===== config.mk =====
export PLATFORM = sky130hd
export DESIGN_NAME = blk_byte_engine
export DESIGN_NICKNAME = d
export VERILOG_FILES = /design/src/rtl/bbe_pkg.sv /design/src/rtl/bbe_counters.sv /design/src/rtl/bbe_flow.sv /design/src/rtl/bbe_packer.sv /design/src/rtl/blk_byte_engine.sv
export SDC_FILE = /design/constraint.sdc
export NUM_CORES = 1
export LEC_CHECK = 0
export BUFFER_PORTS_ARGS = -buffer_cell sky130_fd_sc_hd__buf_2
export CORE_ASPECT_RATIO = 2
export CORE_UTILIZATION = 48
export CTS_CLUSTER_DIAMETER = 200
export CTS_CLUSTER_SIZE = 25
export DETAILED_ROUTE_END_ITERATION = 16
export GPL_ROUTABILITY_DRIVEN = 0
export PLACE_DENSITY_LB_ADDON = 0.12
export SYNTH_ARGS = -nofsm -noshare
export SYNTH_HDL_FRONTEND = slang
export SYNTH_HIERARCHICAL = 1
export SYNTH_SLANG_ARGS = --single-unit

===== constraint.sdc =====
create_clock -name clk_i -period 2.1 [get_ports clk_i]
set_input_delay 0.315 -clock clk_i [delete_from_list [all_inputs] [get_ports clk_i]]
set_output_delay 0.315 -clock clk_i [all_outputs]
set_load 0.02 [all_outputs]

===== src/rtl/bbe_pkg.sv =====
package bbe_pkg;
  typedef enum logic {
    XFER_TX = 1'b0,
    XFER_RX = 1'b1
  } xfer_dir_e;
endpackage


===== src/rtl/bbe_counters.sv =====
module bbe_counters #(
  parameter int LEN_W = 11
) (
  input  logic             clk_i,
  input  logic             rst_ni,
  input  logic             len_we_i,
  input  logic [LEN_W-1:0] len_val_i,
  input  logic             cnt_we_i,
  input  logic [LEN_W-1:0] cnt_val_i,
  input  logic             step_i,
  output logic [LEN_W:0]   byte_cnt_o,
  output logic [LEN_W:0]   blk_cnt_o,
  output logic             last_byte_o,
  output logic             last_blk_o
);
  localparam int CW = LEN_W + 1;
  localparam logic [CW-1:0] ONE = CW'(1);

  logic [CW-1:0] blen_q, nblk_q, bcnt_q, kcnt_q;
  logic [CW-1:0] blen_n, nblk_n;

  always_comb begin
    blen_n = len_we_i ? CW'(len_val_i) + ONE : blen_q;
    nblk_n = CW'(cnt_val_i) + ONE;
  end

  assign last_byte_o = (bcnt_q == ONE);
  assign last_blk_o  = (kcnt_q == ONE);
  assign byte_cnt_o  = bcnt_q;
  assign blk_cnt_o   = kcnt_q;

  always_ff @(posedge clk_i or negedge rst_ni) begin
    if (!rst_ni) begin
      blen_q <= ONE;
      nblk_q <= ONE;
      bcnt_q <= ONE;
      kcnt_q <= ONE;
    end else begin
      if (len_we_i) blen_q <= blen_n;
      if (cnt_we_i) nblk_q <= nblk_n;
      if (cnt_we_i) begin
        kcnt_q <= nblk_n;
        bcnt_q <= blen_n;
      end else if (len_we_i) begin
        bcnt_q <= blen_n;
      end else if (step_i) begin
        if (last_byte_o) begin
          bcnt_q <= blen_q;
          kcnt_q <= last_blk_o ? nblk_q : kcnt_q - ONE;
        end else begin
          bcnt_q <= bcnt_q - ONE;
        end
      end
    end
  end
endmodule


===== src/rtl/bbe_flow.sv =====
module bbe_flow
  import bbe_pkg::*;
#(
  parameter int FILL_W = 6
) (
  input  logic              clk_i,
  input  logic              rst_ni,
  input  logic              start_i,
  input  logic              dir_i,
  input  logic              hold_i,
  input  logic              card_rdy_i,
  input  logic [FILL_W-1:0] fill_i,
  input  logic [FILL_W-2:0] af_level_i,
  input  logic              last_byte_i,
  input  logic              last_blk_i,
  output logic              move_o,
  output xfer_dir_e         dir_o,
  output logic              phase_o,
  output logic              active_o,
  output logic              done_o
);
  xfer_dir_e dir_q;
  logic      phase_q, active_q, done_q, room;

  // receive checks the threshold only when a new word begins
  always_comb begin
    if (dir_q == XFER_RX) room = phase_q || (fill_i <= {1'b0, af_level_i});
    else                  room = (fill_i != '0);
    move_o = active_q && card_rdy_i && !hold_i && !start_i && room;
  end

  always_ff @(posedge clk_i or negedge rst_ni) begin
    if (!rst_ni) begin
      dir_q    <= XFER_TX;
      phase_q  <= 1'b0;
      active_q <= 1'b0;
      done_q   <= 1'b0;
    end else if (start_i) begin
      dir_q    <= xfer_dir_e'(dir_i);
      phase_q  <= 1'b0;
      active_q <= 1'b1;
      done_q   <= 1'b0;
    end else if (move_o) begin
      phase_q <= !phase_q && !last_byte_i;
      if (last_byte_i && last_blk_i) begin
        active_q <= 1'b0;
        done_q   <= 1'b1;
      end
    end
  end

  assign dir_o    = dir_q;
  assign phase_o  = phase_q;
  assign active_o = active_q;
  assign done_o   = done_q;
endmodule


===== src/rtl/bbe_packer.sv =====
module bbe_packer
  import bbe_pkg::*;
#(
  parameter int BYTE_W = 8
) (
  input  logic                clk_i,
  input  logic                rst_ni,
  input  logic                move_i,
  input  xfer_dir_e           dir_i,
  input  logic                phase_i,
  input  logic                last_byte_i,
  input  logic [BYTE_W-1:0]   rx_data_i,
  input  logic [2*BYTE_W-1:0] head_i,
  output logic                card_rd_o,
  output logic                card_wr_o,
  output logic [BYTE_W-1:0]   tx_data_o,
  output logic                push_o,
  output logic [2*BYTE_W-1:0] push_data_o,
  output logic                pop_o
);
  logic [BYTE_W-1:0] lo_q;
  logic              word_end;

  assign word_end    = phase_i || last_byte_i;
  assign card_rd_o   = move_i && (dir_i == XFER_RX);
  assign card_wr_o   = move_i && (dir_i == XFER_TX);
  assign push_o      = card_rd_o && word_end;
  assign pop_o       = card_wr_o && word_end;
  assign push_data_o = phase_i ? {rx_data_i, lo_q} : {{BYTE_W{1'b0}}, rx_data_i};
  assign tx_data_o   = phase_i ? head_i[2*BYTE_W-1:BYTE_W] : head_i[BYTE_W-1:0];

  always_ff @(posedge clk_i or negedge rst_ni) begin
    if (!rst_ni)                      lo_q <= '0;
    else if (card_rd_o && !phase_i)   lo_q <= rx_data_i;
  end
endmodule


===== src/rtl/blk_byte_engine.sv =====
module blk_byte_engine
  import bbe_pkg::*;
#(
  parameter int LEN_W  = 11,
  parameter int FILL_W = 6,
  parameter int BYTE_W = 8
) (
  input  logic                clk_i,
  input  logic                rst_ni,
  input  logic                len_we_i,
  input  logic [LEN_W-1:0]    len_val_i,
  input  logic                cnt_we_i,
  input  logic [LEN_W-1:0]    cnt_val_i,
  input  logic                start_i,
  input  logic                dir_i,
  input  logic [FILL_W-2:0]   af_level_i,
  input  logic [FILL_W-1:0]   buf_fill_i,
  input  logic [2*BYTE_W-1:0] buf_head_i,
  output logic                buf_push_o,
  output logic [2*BYTE_W-1:0] buf_push_data_o,
  output logic                buf_pop_o,
  input  logic                card_rdy_i,
  input  logic [BYTE_W-1:0]   card_rx_data_i,
  output logic                card_rd_o,
  output logic [BYTE_W-1:0]   card_tx_data_o,
  output logic                card_wr_o,
  output logic [LEN_W:0]      byte_cnt_o,
  output logic [LEN_W:0]      blk_cnt_o,
  output logic                active_o,
  output logic                done_o
);
  logic      move, phase, last_byte, last_blk;
  xfer_dir_e dir;

  bbe_counters #(.LEN_W(LEN_W)) u_cnt (
    .clk_i(clk_i), .rst_ni(rst_ni),
    .len_we_i(len_we_i), .len_val_i(len_val_i),
    .cnt_we_i(cnt_we_i), .cnt_val_i(cnt_val_i),
    .step_i(move),
    .byte_cnt_o(byte_cnt_o), .blk_cnt_o(blk_cnt_o),
    .last_byte_o(last_byte), .last_blk_o(last_blk)
  );

  bbe_flow #(.FILL_W(FILL_W)) u_flow (
    .clk_i(clk_i), .rst_ni(rst_ni),
    .start_i(start_i), .dir_i(dir_i),
    .hold_i(len_we_i || cnt_we_i),
    .card_rdy_i(card_rdy_i),
    .fill_i(buf_fill_i), .af_level_i(af_level_i),
    .last_byte_i(last_byte), .last_blk_i(last_blk),
    .move_o(move), .dir_o(dir), .phase_o(phase),
    .active_o(active_o), .done_o(done_o)
  );

  bbe_packer #(.BYTE_W(BYTE_W)) u_pack (
    .clk_i(clk_i), .rst_ni(rst_ni),
    .move_i(move), .dir_i(dir), .phase_i(phase),
    .last_byte_i(last_byte),
    .rx_data_i(card_rx_data_i), .head_i(buf_head_i),
    .card_rd_o(card_rd_o), .card_wr_o(card_wr_o),
    .tx_data_o(card_tx_data_o),
    .push_o(buf_push_o), .push_data_o(buf_push_data_o),
    .pop_o(buf_pop_o)
  );
endmodule


### After elaboration in Yosys (flattened, before gate mapping)

Index checks and enable logic that the tools add are counted.

* bits in registers: 60
* input bits: 64
* word-level logic and storage cells: 65

* add/sub/neg operators: 4
* $lt $le $gt $ge: 1
* equality and inequality tests: 3
* mux-type cells: 21
* bitwise gates (word level): 1
* reduce and logical (&&, ||, !) cells: 26

Operators with widths (count)
* 12-bit 2-to-1 mux: 10
* 11-bit by 1-bit adder with 12-bit output, second input constant: 2
* 12-bit by 1-bit == test with 1-bit output, second input constant: 2
* 12-bit by 1-bit subtractor with 12-bit output, second input constant: 2
* 16-bit 2-to-1 mux: 1
* 1-bit logical AND: 11
* 1-bit 2-to-1 mux: 9
* 8-bit 2-to-1 mux: 1
* 2-bit nonzero test: 4
* 6-bit by 5-bit <= comparator with 1-bit output: 1
* 6-bit nonzero test: 1
* 1-bit zero test: 4
* 1-bit logical OR: 3
* 3-bit AND reduction: 1
* 3-bit nonzero test: 1
* 2-bit by 1-bit inequality test with 1-bit output, second input constant: 1
* 2-bit AND reduction: 1
* 1-bit NOT: 1

### Depth between registers and ports, before layout

Gate-level depths: netlist of the first run.

* depth in word-level cells: 8
* mapped depth: 12
* mapped depth without buffers: 10

### Cells and area by module

The synthesis of the first run kept the hierarchy.

Modules (own cells, without submodules)
* bbe_counters: times used 1, cells each 375, area each 3226.8 µm², seq. area each 1206.2 µm²
* bbe_packer: times used 1, cells each 49, area each 593.1 µm², seq. area each 200.2 µm²
* bbe_flow: times used 1, cells each 34, area each 347.8 µm², seq. area each 100.1 µm²
* blk_byte_engine: times used 1, cells each 1, area each 6.3 µm², seq. area each 0.0 µm²

### Worst setup path before layout of the first run

No wires, ideal clock.

* path kind: input port to flip-flop
* start: input port af_level_i[4]
* end: register u_cnt.kcnt_q[11] (netlist: u_cnt/blk_cnt_o[11])
* setup time: 0.126 ns
* arrival time: 2.412 ns
* setup slack: -0.438 ns
* cell stages on the path: 12
* buffers on the path: 2
* cells stage by stage: inv_1 > ha_1 > and4b_1 > a311o_1 > a31oi_2 > nor2_1 > nand4_1 > o21ba_2 > clkbuf_1 > buf_2 > a21oi_1 > o32a_1

* word-level cells in the longest chain between the ends: 6

Ends and longest elaborated chain
* start, declared: line blk_byte_engine.sv:16 `input logic [FILL_W-2:0] af_level_i,`
* 6-bit by 5-bit <= comparator with 1-bit output: line bbe_flow.sv:27 `if (dir_q == XFER_RX) room = phase_q || (fill_i <= {1'b0, af_level_i});`
* 1-bit logical OR: line bbe_flow.sv:27
* 1-bit 2-to-1 mux: line bbe_flow.sv:27
* 1-bit logical AND: line bbe_flow.sv:29 `move_o = active_q && card_rdy_i && !hold_i && !start_i && room;`
* named net move: line blk_byte_engine.sv:32 `logic move, phase, last_byte, last_blk;`
* 2-bit nonzero test (no source line)
* 3-bit AND reduction (no source line)
* end signal, assigned: line bbe_counters.sv:42 `kcnt_q <= nblk_n;`
* end signal, assigned: line bbe_counters.sv:49 `kcnt_q <= last_blk_o ? nblk_q : kcnt_q - ONE;`
* end, declared: line bbe_counters.sv:19 `logic [CW-1:0] blen_q, nblk_q, bcnt_q, kcnt_q;`

The timed path passes the listed nets, and every way through them passes these cells.
A chain may end at the register's enable or synchronous reset.

### Final worst setup path of the first run

* start: register u_flow.dir_q (netlist: u_flow/dir_o)
* end: output port buf_push_o

* word-level cells in the longest chain between the ends: 4

Ends and longest elaborated chain
* start, declared: line bbe_flow.sv:22 `xfer_dir_e dir_q;`
* start signal, assigned: line bbe_flow.sv:39 `dir_q <= xfer_dir_e'(dir_i);`
* 1-bit 2-to-1 mux: line bbe_flow.sv:27
* 1-bit logical AND: line bbe_flow.sv:29
* named net move: line blk_byte_engine.sv:32
* 1-bit logical AND: line bbe_packer.sv:25 `assign card_rd_o = move_i && (dir_i == XFER_RX);`
* 1-bit logical AND: line bbe_packer.sv:27 `assign push_o = card_rd_o && word_end;`
* end, declared: line blk_byte_engine.sv:19 `output logic buf_push_o,`

The timed path passes the listed nets, and every way through them passes these cells.

==> results of run 1 <==
kinds of logic after synthesis:
kind of cell             share of synthesized area
AND/OR/NAND/NOR                              0.224
AO/OA/AOI/OAI                                0.196
flip-flops                                   0.361
buffers and inverters                       0.0522
multiplexers                                0.0893
XOR/XNOR                                    0.0441
adder cells (fa/ha/maj)                     0.0330
area by class of cell:
cell class                 instances  area (sq um)  area share
tap                               98           123      0.0200
clock inverter                     4          47.5     0.00774
timing repair buffer             200          1330       0.217
multi-input combinational        354          2780       0.452
inverter                          23          96.3      0.0157
sequential                        60          1510       0.246
clock buffer                      12           256      0.0418
layer usage:
metal  routed length [um]  up-vias
met1                 4520     2128
met2                 7440      182
met5                    0        -
li1                     -     2064
met3                  660       48
met4                  774        0
final timing paths:
check	from	end	slack (ns)
hold reg to reg	u_cnt/blen_q[11]$_DFFE_PN0P_	u_cnt/blen_q[11]$_DFFE_PN0P_	0.48
min in group asynchronous	rst_ni	u_cnt/nblk_q[10]$_DFFE_PN0P_	0.50
max in group asynchronous	rst_ni	u_cnt/byte_cnt_o[0]$_DFFE_PN1P_	1.26
hold / removal	len_val_i[0]	u_cnt/blen_q[0]$_DFFE_PN1P_	0.19
setup reg to reg	u_flow/dir_o$_DFFE_PN0P_	u_cnt/byte_cnt_o[11]$_DFFE_PN0P_	-0.23
setup / recovery	u_flow/dir_o$_DFFE_PN0P_	buf_push_o	-0.30
critical path, delay by kind of cell (launching register included):
family	cells	cell delay, ns
DFF	1	0.42
and+or+nand+nor	4	0.77
buffers and inverters	2	0.27
AOI/OAI and AO/OA	1	0.30
cells in the final DEF (no fill, tap or decap), drive strengths merged, types with 4 or more instances in the layout:
cell / count
xor2: 12
buf: 199
a31oi: 5
a211oi: 5
nand3: 19
nand4: 4
inv: 22
xnor2: 9
a21oi: 24
nand2b: 4
nor3b: 4
a221o: 4
nand2: 29
a21o: 5
nor2b: 7
and2: 10
nor3: 17
nor4: 8
or4: 8
dfrtp: 56
dfstp: 4
ha: 11
a22oi: 4
o21a: 7
clkbuf: 12
nor2: 49
mux2: 31
o21ai: 29
sequential cells by signal (all words and copies together), names as in the netlist:
name and cells:
u_flow/dir_o 1, u_flow/phase_o 1, u_cnt/blk_cnt_o 12, u_flow/done_o 1
u_cnt/byte_cnt_o 12, u_flow/active_o 1, u_cnt/nblk_q 12, u_pack/lo_q 8
u_cnt/blen_q 12
cells in the mapped netlist, types with 2 or more instances:
library cell	number
dfrtp_1	56
nor2_1	49
mux2_2	30
nand2_1	29
o21ai_0	25
a21oi_1	24
inv_1	22
nand3_1	19
nor3_1	17
xor2_1	12
ha_1	11
and2_1	9
xnor2_1	9
clkbuf_1	8
nor2b_1	7
nor4_1	7
o21a_1	7
a211oi_1	5
a21o_1	5
buf_6	5
or4_4	5
a22oi_1	4
a31oi_1	4
buf_2	4
dfstp_2	4
nand2b_1	4
nand4_1	4
nor3b_1	4
a21boi_0	3
a221o_2	3
o211ai_1	3
o21ai_1	3
o32ai_1	3
or4_1	3
a221oi_1	2
a22o_1	2
a2bb2oi_1	2
a311o_1	2
buf_1	2
clkbuf_2	2
mux2i_1	2
o22ai_1	2
o31ai_1	2
o32a_1	2
or3_1	2
report_power, final:
part	total [mW]	internal, mW	switching [mW]
Clock	1.51	0.979	0.534
Combinational	1.20	0.561	0.635
Sequential	1.42	1.31	0.112
repair_timing:
item | CTS | global route
resized for setup | 45 | 43
pin swaps | 23 | 32
endpoints found under the hold margin | 8 | 0
hold buffers | 1 | 0
setup buffers | 12 | 5
endpoints found under the setup margin | 21 | 38
==> results.tsv, run 1 <==
metric	value	unit
Reg2Reg Depth	9	
Min Hold Slack	0.194	ns
hold depth	2	
measured slew at the worst slew-check pin	0.756	ns
Setup crit start kind	register	
Final Core Density	0.736	
flops & latches, synth	60	
nets	723	
Mapped Nets	534	
RSZ-0062 raised after global routing	true	
Mapped Cells	459	
GR Util met3	0.0655	
Post-synth EDFFs	0	
DIE HEIGHT	134	um
Final HPWL DP	9590	um
Synth Cell Area	0.00417	sq mm
met1 Track Usage GR	0.282	
Initial Util	0.500	
vias in the first global route	4501	
number of top-level pins	118	
first-pass GRT wire length	20700	um
endpoints failing hold	0	
worst hold path class	primary input to register	
Post-Place Cells	723	
peak supply drop	0.454	mV
violated checks	setup timing	
Max-Cap Viols	0	
CP max stage delay	0.43	ns
GRT busiest layer	met2	
DRC Markers	0	
Design Area, Final	0.00614	sq mm
Power Total	4.13	mW
DR pass1 iterations	4	
crit path DAT	2.09	ns
outcome	finished with violations	
met2 usage	0.558	
pre-CTS setup slack	-0.307	ns
Max Root-Sink Buffers	2	
clock latency at the later pin of the worst-skew pair	0.33	ns
Synth cell types	75	
Detail Route Antenna Nets	0	
Crit. End Element	output port	
Vias	4422	
final WL	13400	um
die area	0.00910	sq mm
crit share post-route	1.14	
DRT iter0 DRCs	256	
crit-path cells	or4_4, o41ai_4, nor2_4, buf_6, and2_4, nor2b_4, buf_6	
Achievable Freq	416	MHz
Cell Rows	47	
Final min period	2.40	ns
CP dominant cell by count	buf_6	
Power Dens Cells	672	mW/mm^2
LEAKAGE	2.81	nW
max-slew violations	0	
# clock sinks	60	
Finished Layout Cells	751	
Synth top area share	0.336	
skew final	0.00755	ns
Root Buffer	clkbuf_16	
total congestion overflow	0	
CTS HTree Levels	3	
Synth-to-Final Area Change	47.2	%
core region area	0.00835	sq mm
number of inserted diodes	0	
endpoints failing setup	30	
fill count	634	
register area share after synthesis	0.361	
Max Fanout on Critical Path	4	
Clock Pin Slew Worst Setup and Hold Paths	0.05	ns
Worst EP required	1.78	ns
syn avg cell area	9.09	sq um
CTS tree	built	
largest net degree at the start of global routing	62	
initial antenna violation count	0	
Synth area leaders	dfrtp_1 (34%), mux2_2 (8.1%), nor2_1 (4.4%), ha_1 (3.3%), o21ai_0 (3.0%)	
final worst slack	-0.302	ns
asr flop ratio synth	1.00	
IO Port Bufs	117	
Post-synth top flop	dfrtp_1	
yosys warns	6	
Crit-path slowest cell	or4_4	
Die W	67.9	um
share of cells above drive strength 1	0.495	
Post-DP Area	0.00544	sq mm
Relative slew margins	0.496	
Total GRT Usage	0.307	
drt wl/cell	17.8	um
vias per cell	5.89	
area leader, netlist	dfrtp_1	
Setup TNS Final	-3.72	ns
Crit Path Class	register to output port	
cts bufs inserted	9	
No activity file was read; power rests on OpenSTA's default activity.
==> run 2: changes to the inputs <==
Settings changed: CORE_UTILIZATION 48 to 49, CTS_BUF_LIST set to sky130_fd_sc_hd__clkbuf_4, HOLD_SLACK_MARGIN set to 0.02, SKIP_LAST_GASP set to 1.
==> results.tsv, run 2 (synthesized netlist as in run 1, its figures left out) <==
metric	value	unit	change
outcome	finished with violations		unchanged
violated checks	setup timing		unchanged
Max-Cap Viols	0		unchanged
measured slew at the worst slew-check pin	0.850	ns	was 0.756 ns
max-slew violations	0		unchanged
leading cell types in the layout, fill and taps excluded	buf_2 (113), buf_4 (62), dfrtp_1 (51)		was buf_2 (112), buf_4 (63), dfrtp_1 (51)
internal power	2.61	mW	was 2.85 mW
Die W	67.3	um	was 67.9 um
endpoints failing hold	0		unchanged
Max Fanout on Critical Path	2		was 4
Worst EP required	1.78	ns	about the same
Root Buffer	clkbuf_4		was clkbuf_16
vias per cell	5.94		was 5.89
Sw Pwr	1.23	mW	was 1.28 mW
Setup crit start kind	register		unchanged
CTS tree	built		unchanged
Cell Rows	47		unchanged
Post-Place Cells	711		was 723
commonest non-fill, non-tap cell in the layout	buf_2		unchanged
worst hold path class	primary input to register		unchanged
Finished Layout Cells	745		was 751
Logic pwr share	0.317		was 0.290
# clock sinks	60		unchanged
Synth-to-Final Area Change	44.9	%	was 47.2%
nets	716		was 723
Crit-path slowest cell	or4_4		unchanged
Setup TNS Final	-5.75	ns	was -3.72 ns
Final HPWL DP	9780	um	was 9590 um
crit-path cells	or4_4, o41ai_4, nor2_4, buf_6, and2_4, nor2b_2, buf_6		was or4_4, o41ai_4, nor2_4, buf_6, and2_4, nor2b_4, buf_6
CTS HTree Levels	3		unchanged
Reg area	0.00151	sq mm	unchanged
Power Dens Cells	635	mW/mm^2	was 672 mW/mm^2
critical path's top delay family	simple AND/OR/NAND/NOR gates		unchanged
Initial Util	0.503		was 0.500
crit share post-route	1.19		was 1.14
DIE HEIGHT	133	um	was 134 um
share of cells above drive strength 1	0.502		was 0.495
Detail Route Antenna Nets	0		unchanged
Crit Path Class	register to output port		unchanged
Final min period	2.49	ns	was 2.40 ns
Relative slew margins	0.428		was 0.496
pre-CTS setup slack	-0.301	ns	was -0.307 ns
skew final	0.0258	ns	was 0.00755 ns
CP bufs+invs	2		unchanged
CP max stage delay	0.43	ns	about the same
sequential share of power	0.370		was 0.344
clock power share	0.314		was 0.366
Achievable Freq	401	MHz	was 416 MHz
endpoints failing setup	36		was 30
crit path DAT	2.18	ns	was 2.09 ns
Vias	4424		was 4422
IO Port Bufs	117		unchanged
vias in the first global route	4509		was 4501
DRT iter0 DRCs	303		was 256
initial antenna violation count	1		was 0
CP dominant cell by count	buf_6		unchanged
total congestion overflow	0		unchanged
Clock Pin Slew Worst Setup and Hold Paths	0.11	ns	was 0.05 ns
Max Root-Sink Buffers	2		unchanged
core region area	0.00829	sq mm	was 0.00835 sq mm
Total GRT Usage	0.322		was 0.307
Net Sw Frac	0.322		was 0.310
final WL	13900	um	was 13400 um
fill count	624		was 634
die area	0.00891	sq mm	was 0.00910 sq mm
Crit. End Element	output port		unchanged
number of top-level pins	118		unchanged
largest net degree at the start of global routing	62		unchanged
Min Hold Slack	0.0935	ns	was 0.194 ns
final worst slack	-0.393	ns	was -0.302 ns
drt wl/cell	18.7	um	was 17.8 um
RSZ-0062 raised after global routing	true		unchanged
DRC Markers	0		unchanged
DR pass1 iterations	6		was 4
first-pass GRT wire length	21400	um	was 20700 um
clock latency at the later pin of the worst-skew pair	0.44	ns	was 0.33 ns
peak supply drop	0.475	mV	was 0.454 mV
LEAKAGE	2.72	nW	was 2.81 nW
cts bufs inserted	9		unchanged
area taken by multi-input logic gates	0.00283	sq mm	was 0.00278 sq mm
==> run 2: cell types whose count changed in the layout (fill, tap and decap cells not counted), sizes merged <==
cell,change
bufinv,+3
diode,+1
clkbuf,-1
clkinv,-1
buf,-8
==> run 2: path summary, 6_finish.rpt <==
check,from,to,slack (ns),depth (start not counted)
setup / recovery,u_flow/dir_o$_DFFE_PN0P_,buf_push_o,-0.39,7
hold / removal,len_val_i[0],u_cnt/blen_q[0]$_DFFE_PN1P_,0.09,2
setup reg to reg,u_flow/dir_o$_DFFE_PN0P_,u_cnt/blk_cnt_o[7]$_DFFE_PN0P_,-0.27,12
hold reg to reg,u_cnt/nblk_q[0]$_DFFE_PN1P_,u_cnt/nblk_q[0]$_DFFE_PN1P_,0.50,2
max in group asynchronous,rst_ni,u_cnt/blk_cnt_o[0]$_DFFE_PN1P_,1.36,3
min in group asynchronous,rst_ni,u_cnt/nblk_q[11]$_DFFE_PN0P_,0.41,3
==> run 2: layout make-up <==
cell class              count  share of cell area
inverters                  23              0.0159
clock inverters             6              0.0225
repair buffers            193               0.210
flip-flops and latches     60               0.250
clock buffers              10              0.0124
multi-input cells         354               0.468
well taps                  98              0.0203
diodes                      1            0.000414
==> run 2: power by group through the flow <==
stage          combinational [mW]  sequential, mW  clock [mW]
3_5_place_dp                 1.08            1.43           0
4_1_cts                      1.12            1.41        1.22
6_report                     1.22            1.42        1.20
5_1_grt                      1.31            1.44        1.27
3_3_place_gp                 1.05            1.42           0
2_1_floorplan               0.561            1.50           0
==> run 2: layer usage <==
| layer | wire (um) | track usage |
|---|---|---|
| met3 | 890 | 0.0819 |
| met1 | 4580 | 0.308 |
| met4 | 846 | 0.227 |
| met5 | 0 | 0 |
| met2 | 7600 | 0.565 |
==> run 2: metrics by stage <==
stage | util | cell area [sq um] | total power, mW
2_1_floorplan | - | 4350 | 2.07
3_3_place_gp | 0.645 | 5350 | 2.48
3_5_place_dp | 0.645 | 5350 | 2.51
4_1_cts | 0.698 | 5790 | 3.75
5_1_grt | 0.729 | 6050 | 4.02
6_report | 0.729 | 6050 | 3.84
==> run 2: timing repair <==
item                                   CTS  global route
setup buffers                           12             4
hold buffers                             1             0
endpoints found under the hold margin   56             0
gates cloned                             0             1
gates resized for setup                 38            44
pin swaps                               17            27
setup endpoints to repair               23            38
==> run 3: changes to the inputs <==
Settings changed: CORE_UTILIZATION 49 to 48, CTS_BUF_LIST sky130_fd_sc_hd__clkbuf_4 to not set.
==> results.tsv, run 3 (synthesized netlist as in run 1, its figures left out) <==
metric	value	unit	change
drt wl/cell	17.8	um	was 18.7 um
Crit Path Class	register to output port		unchanged
Max Fanout on Critical Path	4		was 2
CP dominant cell by count	buf_6		unchanged
number of inserted diodes	0		was 1
commonest non-fill, non-tap cell in the layout	buf_2		unchanged
crit-path cells	or4_4, o41ai_4, nor2_4, buf_6, and2_4, nor2b_4, buf_6		was or4_4, o41ai_4, nor2_4, buf_6, and2_4, nor2b_2, buf_6
reg-to-reg startpoint	u_flow/dir_o$_DFFE_PN0P_		unchanged
core region area	0.00835	sq mm	was 0.00829 sq mm
Crit. Startpoint	u_flow/dir_o$_DFFE_PN0P_		unchanged
Final HPWL DP	9590	um	was 9780 um
HP Start	len_val_i[0]		unchanged
Reg2Reg Depth	9		was 12
Logic pwr share	0.289		was 0.317
crit path DAT	2.09	ns	was 2.18 ns
final worst slack	-0.301	ns	was -0.393 ns
r2r setup slk	-0.25	ns	was -0.27 ns
clock power share	0.367		was 0.314
endpoints failing setup	30		was 36
Net Sw Frac	0.311		was 0.322
largest net degree at the start of global routing	62		unchanged
Final min period	2.40	ns	was 2.49 ns
vias per cell	5.91		was 5.94
DRC Markers	0		unchanged
CTS HTree Levels	3		unchanged
endpoints failing hold	0		unchanged
share of cells above drive strength 1	0.496		was 0.502
cts bufs inserted	9		unchanged
violated checks	setup timing		unchanged
capturing point of the worst reg2reg path	u_cnt/blk_cnt_o[8]$_DFFE_PN0P_		was u_cnt/blk_cnt_o[7]$_DFFE_PN0P_
Crit-path slowest cell	or4_4		unchanged
vias in the first global route	4485		was 4509
CP max stage delay	0.43	ns	about the same
peak supply drop	0.459	mV	was 0.475 mV
skew final	0.00684	ns	was 0.0258 ns
RSZ-0062 raised after global routing	true		unchanged
leading cell types in the layout, fill and taps excluded	buf_2 (112), buf_4 (68), dfrtp_1 (51)		was buf_2 (113), buf_4 (62), dfrtp_1 (51)
DIE HEIGHT	134	um	was 133 um
Setup crit start kind	register		unchanged
IO Port Bufs	117		unchanged
Max Root-Sink Buffers	2		unchanged
Clock Pin Slew Worst Setup and Hold Paths	0.05	ns	was 0.11 ns
Crit. End Element	output port		unchanged
Vias	4462		was 4424
measured slew at the worst slew-check pin	0.727	ns	was 0.850 ns
Detail Route Antenna Nets	0		unchanged
total congestion overflow	0		unchanged
internal power	2.85	mW	was 2.61 mW
Power Dens Cells	673	mW/mm^2	was 635 mW/mm^2
Root Buffer	clkbuf_16		was clkbuf_4
hold depth	2		unchanged
worst hold path class	primary input to register		unchanged
DR pass1 iterations	4		was 6
nets	727		was 716
# clock sinks	60		unchanged
Setup TNS Final	-3.69	ns	was -5.75 ns
CP bufs+invs	2		unchanged
first-pass GRT wire length	20400	um	was 21400 um
sequential share of power	0.344		was 0.370
Hold Path End	u_cnt/blen_q[0]$_DFFE_PN1P_		unchanged
max-slew violations	0		unchanged
DRT iter0 DRCs	269		was 303
die area	0.00910	sq mm	was 0.00891 sq mm
Stages on worst setup path	7		unchanged
outcome	finished with violations		unchanged
Power Total	4.13	mW	was 3.84 mW
Sw Pwr	1.29	mW	was 1.23 mW
Achievable Freq	416	MHz	was 401 MHz
Synth-to-Final Area Change	47.2	%	was 44.9%
critical path's top delay family	simple AND/OR/NAND/NOR gates		unchanged
LEAKAGE	2.82	nW	was 2.72 nW
Cell Rows	47		unchanged
CTS tree	built		unchanged
Die W	67.9	um	was 67.3 um
Worst EP required	1.78	ns	about the same
crit share post-route	1.14		was 1.19
number of top-level pins	118		unchanged
initial antenna violation count	0		was 1
Relative slew margins	0.516		was 0.428
Initial Util	0.500		was 0.503
Total GRT Usage	0.302		was 0.322
final WL	13400	um	was 13900 um
Max-Cap Viols	0		unchanged
clock latency at the later pin of the worst-skew pair	0.34	ns	was 0.44 ns
==> run 3: area by class of cell <==
type	count	area, sq um
repair buffers	204	1350
clock inverters	4	47.5
multi-input cells	354	2760
well taps	98	123
clock buffers	12	256
flip-flops and latches	60	1510
fillers	631	2210
inverters	23	96.3
==> run 3: worst max path at each step <==
stage / end / slack [ns]
4_1_cts: buf_push_o / -0.45
2_1_floorplan: u_cnt/blk_cnt_o[2]$_DFFE_PN0P_ / -0.27
3_3_place_gp: buf_push_o / -0.29
6_report: buf_push_o / -0.30
3_5_place_dp: u_cnt/blk_cnt_o[8]$_DFFE_PN0P_ / -0.31
5_1_grt: buf_push_o / -0.34
==> run 3: per-stage QoR <==
step / util / instance area (sq um) / hold WS [ns] / std cells / worst slack, ns
2_1_floorplan: - / 4350 / 0.0194 / 459 / -0.267
3_3_place_gp: 0.651 / 5440 / 0.351 / 723 / -0.290
3_5_place_dp: 0.651 / 5440 / 0.353 / 723 / -0.307
4_1_cts: 0.710 / 5930 / 0.185 / 750 / -0.447
5_1_grt: 0.736 / 6140 / 0.225 / 755 / -0.342
6_report: 0.736 / 6140 / 0.188 / 755 / -0.301
==> run 3: power groups by stage <==
stage / logic (mW) / registers (mW) / clock network [mW]
floorplan: 0.561 / 1.50 / 0
global placement: 1.07 / 1.42 / 0
detailed placement: 1.09 / 1.43 / 0
CTS: 1.12 / 1.41 / 1.53
global route: 1.29 / 1.44 / 1.58
finish: 1.19 / 1.42 / 1.52
==> run 3: repair_timing <==
item | in CTS | in global routing
resized for setup | 31 | 52
cloned | 0 | 0
setup endpoints to repair | 21 | 38
hold buffers | 1 | 0
pin swaps | 16 | 29
setup buffers | 12 | 11
hold endpoints to repair | 56 | 0
==> run 3: worst reg2reg max path: stages, from the launching register on <==
cell	delay, ns
dfrtp_2	0.42
or4_4	0.43
o41ai_4	0.30
nor2_4	0.09
buf_6	0.13
nand4_1	0.13
o21ba_4	0.22
buf_6	0.11
nor2_4	0.03
a221o_2	0.38
==> run 3: routing by layer <==
metal | global-route usage | vias up | routed length, um
li1 | - | 2073 | -
met1 | 0.275 | 2126 | 4480
met2 | 0.541 | 197 | 7270
met3 | 0.0697 | 66 | 686
met4 | 0.223 | 0 | 968
met5 | 0 | - | 0
